## src/rtl/lsg_pkg.sv

```systemverilog
package lsg_pkg;
  localparam int unsigned CELL_DEPTH = 2;

  typedef struct packed {
    logic head;
    logic tail;
  } cell_state_t;
endpackage

```

## src/rtl/lsg_rst_sync.sv

```systemverilog
module lsg_rst_sync (
  input  logic clk,
  input  logic rst_n,
  output logic rst_n_sync
);
  logic [1:0] sync_q;
  logic [1:0] sync_d;

  always_comb begin
    sync_d = {sync_q[0], 1'b1};
  end

  always_ff @(posedge clk or negedge rst_n) begin
    if (!rst_n) sync_q <= '0;
    else        sync_q <= sync_d;
  end

  assign rst_n_sync = sync_q[1];
endmodule

```

## src/rtl/lsg_launch_cell.sv

```systemverilog
module lsg_launch_cell
  import lsg_pkg::*;
(
  input  logic clk,
  input  logic rst_n,
  input  logic gsen,
  input  logic scan_in,
  output logic lsen,
  output logic scan_out
);
  cell_state_t st_q;
  cell_state_t st_d;

  // head loads only while the global enable is high; tail always follows head
  always_comb begin
    st_d      = st_q;
    st_d.tail = st_q.head;
    if (gsen) st_d.head = scan_in;
  end

  always_ff @(posedge clk or negedge rst_n) begin
    if (!rst_n) st_q <= '0;
    else        st_q <= st_d;
  end

  assign lsen     = gsen | st_q.tail;
  assign scan_out = st_q.tail;
endmodule

```

## src/rtl/lsg_scan_flop.sv

```systemverilog
module lsg_scan_flop (
  input  logic clk,
  input  logic rst_n,
  input  logic se,
  input  logic sd,
  input  logic fd,
  output logic q
);
  logic d;

  always_comb begin
    d = se ? sd : fd;
  end

  always_ff @(posedge clk or negedge rst_n) begin
    if (!rst_n) q <= 1'b0;
    else        q <= d;
  end
endmodule

```

## src/rtl/local_se_gen.sv

```systemverilog
module local_se_gen #(
  parameter int unsigned NUM_SEG = 2,
  parameter int unsigned SEG_LEN = 4
) (
  input  logic                       clk,
  input  logic                       rst_n,
  input  logic                       gsen,
  input  logic                       scan_in,
  input  logic [NUM_SEG*SEG_LEN-1:0] func_d,
  output logic [NUM_SEG-1:0]         lsen,
  output logic [NUM_SEG*SEG_LEN-1:0] q,
  output logic                       scan_out
);
  localparam int unsigned TOTAL = NUM_SEG * SEG_LEN;

  logic               rst_n_sync;
  logic [NUM_SEG-1:0] seg_in;
  logic [NUM_SEG-1:0] cell_so;

  lsg_rst_sync u_rst_sync (
    .clk       (clk),
    .rst_n     (rst_n),
    .rst_n_sync(rst_n_sync)
  );

  for (genvar s = 0; s < NUM_SEG; s++) begin : g_seg
    if (s == 0) begin : g_first
      assign seg_in[s] = scan_in;
    end else begin : g_next
      assign seg_in[s] = q[s*SEG_LEN-1];
    end

    lsg_launch_cell u_cell (
      .clk     (clk),
      .rst_n   (rst_n_sync),
      .gsen    (gsen),
      .scan_in (seg_in[s]),
      .lsen    (lsen[s]),
      .scan_out(cell_so[s])
    );

    for (genvar f = 0; f < SEG_LEN; f++) begin : g_ff
      logic sd_w;
      if (f == 0) begin : g_head
        assign sd_w = cell_so[s];
      end else begin : g_body
        assign sd_w = q[s*SEG_LEN+f-1];
      end

      lsg_scan_flop u_ff (
        .clk  (clk),
        .rst_n(rst_n_sync),
        .se   (lsen[s]),
        .sd   (sd_w),
        .fd   (func_d[s*SEG_LEN+f]),
        .q    (q[s*SEG_LEN+f])
      );
    end
  end

  assign scan_out = q[TOTAL-1];
endmodule

```

## config.mk

```make
export PLATFORM = sky130hd
export DESIGN_NAME = local_se_gen
export DESIGN_NICKNAME = d
export VERILOG_FILES = /design/src/rtl/lsg_pkg.sv /design/src/rtl/lsg_rst_sync.sv /design/src/rtl/lsg_launch_cell.sv /design/src/rtl/lsg_scan_flop.sv /design/src/rtl/local_se_gen.sv
export SDC_FILE = /design/constraint.sdc
export NUM_CORES = 1
export LEC_CHECK = 0
export BUFFER_PORTS_ARGS = -buffer_cell sky130_fd_sc_hd__buf_2
export CAP_MARGIN = 15
export CORE_AREA = 2 2 39 41
export CTS_CLUSTER_DIAMETER = 80
export DETAILED_ROUTE_END_ITERATION = 10
export DIE_AREA = 0 0 41 43
export PLACE_DENSITY = 0.8
export SYNTH_ARGS = -nofsm -noshare
export SYNTH_HDL_FRONTEND = slang
export SYNTH_SLANG_ARGS = --single-unit
export TNS_END_PERCENT = 20
```

## constraint.sdc

```tcl
create_clock -name clk -period 0.97 [get_ports clk]
set_input_delay 0 -clock clk [delete_from_list [all_inputs] [get_ports clk]]
set_output_delay 0 -clock clk [all_outputs]
set_load 0.01 [all_outputs]
```

==> reports/qor.txt <==
Status = finished with violations
Violated checks = negative setup slack
Gpl congestion = 0.670
Initial antenna violation count = 0
Ant diodes = 0
Pin count of the biggest net entering global routing = 13
Inst Count DP = 69
Hold Crit Class = input port to async pin
Final ANT Viol Nets = 0
Peak VDD IR = 0.867 mV
Design Power = 1.36 mW
Peak Freq = 934 MHz
CP endpoint kind = register
Post-DP HPWL = 596 µm
Final Hold Fails = 0
Synth top area share = 63.3%
Area leader, netlist = dfrtp_1
PwrDens = 1720 mW/mm²
Crit path max fanout = 3
Main combinational cell family by area after synthesis = multiplexers
Ys Warns = 0
GRT busiest layer = met2
Final setup fails = 8
Clk Latency, worst-skew pair = 260 ps
Synthesized flop and latch total = 14
DR pass1 iterations = 2
Number of nets in the layout = 81
CTS tree = built
Leak pwr = 0.391 nW
Sequential-to-total area share from yosys stat = 63.3%
RSZ-0062 raised after global routing = yes
MaxCap Viol Count = 0
Crit share post-route = 110%
Complex-gate fraction of the synthesized area = 2.71%
Routed vias/inst = 4.20
Io pins = 23
Vias post-DR = 349
# H-tree levels = 1
Syn_area_per_cell = 13.8 µm²
Setup CP Type = register to register
CTS Buf Count = 3
Crit path cell chain = nor2_4, buf_6, mux2_4
Die Wd = 41 µm
GRT Total Usage = 14.1%
Syn Nets = 52
Commonest non-fill, non-tap cell in the layout = buf_2
Top post-synthesis cells by area = dfrtp_1 63%, mux2_2 16%, buf_4 14%
Xor and xnor fraction of the mapped netlist area = 0%
Clock Path Buffers = 2
Simple-gate area share of the yosys netlist = 1.36%
Die Y = 43 µm
Met3 GRT Util = 6.28%
Cell Area, Synth = 553 µm²
Most frequent cells in the layout = 21 x buf_2, 14 x dfrtp_1, 10 x dlygate4sd3_1
Area after DPL = 621 µm²
Drt first-iter violations = 1
Core box area = 0.00138 mm²
Post-place setup slack = -74.8 ps
Fin crit period = 1070 ps
Post-synthesis adder-cell area fraction = 0%
Final worst slack = -101 ps
Row count = 14
WL per Instance = 11.1 µm
Final Slew Violations = 0
Vias in the first global route = 359
Starting density of the core = 40.0%
Grt ovf = 0
Post-route clock skew = 0.275 ps
Met2 Usage GRT = 20.9%
Layout area overhead = 43.4%
Syn Inst Count = 40
Yosys cell types = 7
Final WL = 924 µm
Global-route wire length before repair = 1570 µm
Critical Path Slowest Stage Cell = dfrtp_1
CP arrival = 1220 ps
IO Port Bufs = 22
Finished layout cell area = 793 µm²
Post-synthesis mux area share = 16.3%
Worst reg-to-reg setup slack = -100 ps
DRC Markers = 0
Crit-path max cell delay = 410 ps
Clk root buf = clkbuf_4
Final Non-Filler Cells = 83
CP Launch Type = register
M1 GR Usage = 15.9%
CTS clk-pin slew, worst paths = 70 ps
Layout cells sized above 1 = 56.7%
Die ar. = 0.00176 mm²
CTS Sinks = 14
CP Data Required Time = 1120 ps
## per-layer routing
layer,wire length [µm],part of all wire [%]
met5,0,0
met4,0,0
met2,479,52
met1,398,43
met3,45,4.9
## synthesized netlist by cell type
cell	n
conb_1	1
mux2_2	8
dfrtp_1	14
buf_4	10
inv_1	3
a21o_1	2
nor2_1	2
## registers in the layout, indices dropped and copies added, names as in the netlist
name	flops
u_rst_sync.sync_q	2
g_seg.u_cell.scan_out	2
g_seg.u_cell.st_d	2
g_seg.g_ff.u_ff.q	8
## critical path: cells and delay by family, from the launching register on
family | cells | cell delay [ps]
and+or+nand+nor | 1 | 140
muxes | 1 | 290
DFF | 1 | 410
buffers and inverters | 1 | 120
## metrics by stage
stage | setup TNS [ps] | hold WS (ps) | util [%]
2_1_floorplan | -6.55 | -296 | -
3_3_place_gp | -249 | -214 | 44.8
3_5_place_dp | -387 | -213 | 44.8
4_1_cts | -372 | 21.6 | 54.4
5_1_grt | -848 | 31.7 | 57.3
6_report | -494 | 39.0 | 57.3
## timing repair
item / 4_1_cts / 5_1_grt
endpoints found under the hold margin: 11 / 0
pin swaps: 0 / 1
setup buffers: 0 / 1
endpoints found under the setup margin: 8 / 8
resized for setup: 2 / 9
hold buffers: 10 / 0
## power breakdown
part | internal, mW | switching [mW]
Clock | 0.143 | 0.155
Sequential | 0.672 | 0.0572
Combinational | 0.210 | 0.126
## final timing paths
path	start	to	depth (start not counted)
min in group clk	gsen	g_seg[0].u_cell.st_d[0]$_DFFE_PN0P_	2
min	rst_n	u_rst_sync.sync_q[0]$_DFF_PN0_	2
max	g_seg[1].u_cell.scan_out$_DFF_PN0_	g_seg[1].g_ff[2].u_ff.q$_DFF_PN0_	3
min reg2reg	u_rst_sync.sync_q[1]$_DFF_PN0_	g_seg[1].g_ff[0].u_ff.q$_DFF_PN0_	0
max reg2reg	g_seg[1].u_cell.scan_out$_DFF_PN0_	g_seg[1].g_ff[2].u_ff.q$_DFF_PN0_	3
max in group asynchronous	u_rst_sync.sync_q[1]$_DFF_PN0_	g_seg[0].u_cell.st_d[0]$_DFFE_PN0P_	0
## area by class of cell
| class | count | area, µm² |
|---|---|---|
| Tap cell | 16 | 20.0 |
| Multi-Input combinational cell | 13 | 150 |
| Inverter | 3 | 11.3 |
| Clock buffer | 3 | 22.5 |
| Fill cell | 116 | 591 |
| Timing Repair Buffer | 34 | 239 |
| Sequential cell | 14 | 350 |
## logic make-up after synthesis
| logic type | Yosys count |
|---|---|
| flops | 14 |
| buf+inv | 13 |
| mux | 8 |
| compound gates | 2 |
| simple gates | 2 |
| other cells | 1 |
Power figures use the tool's default switching activity.
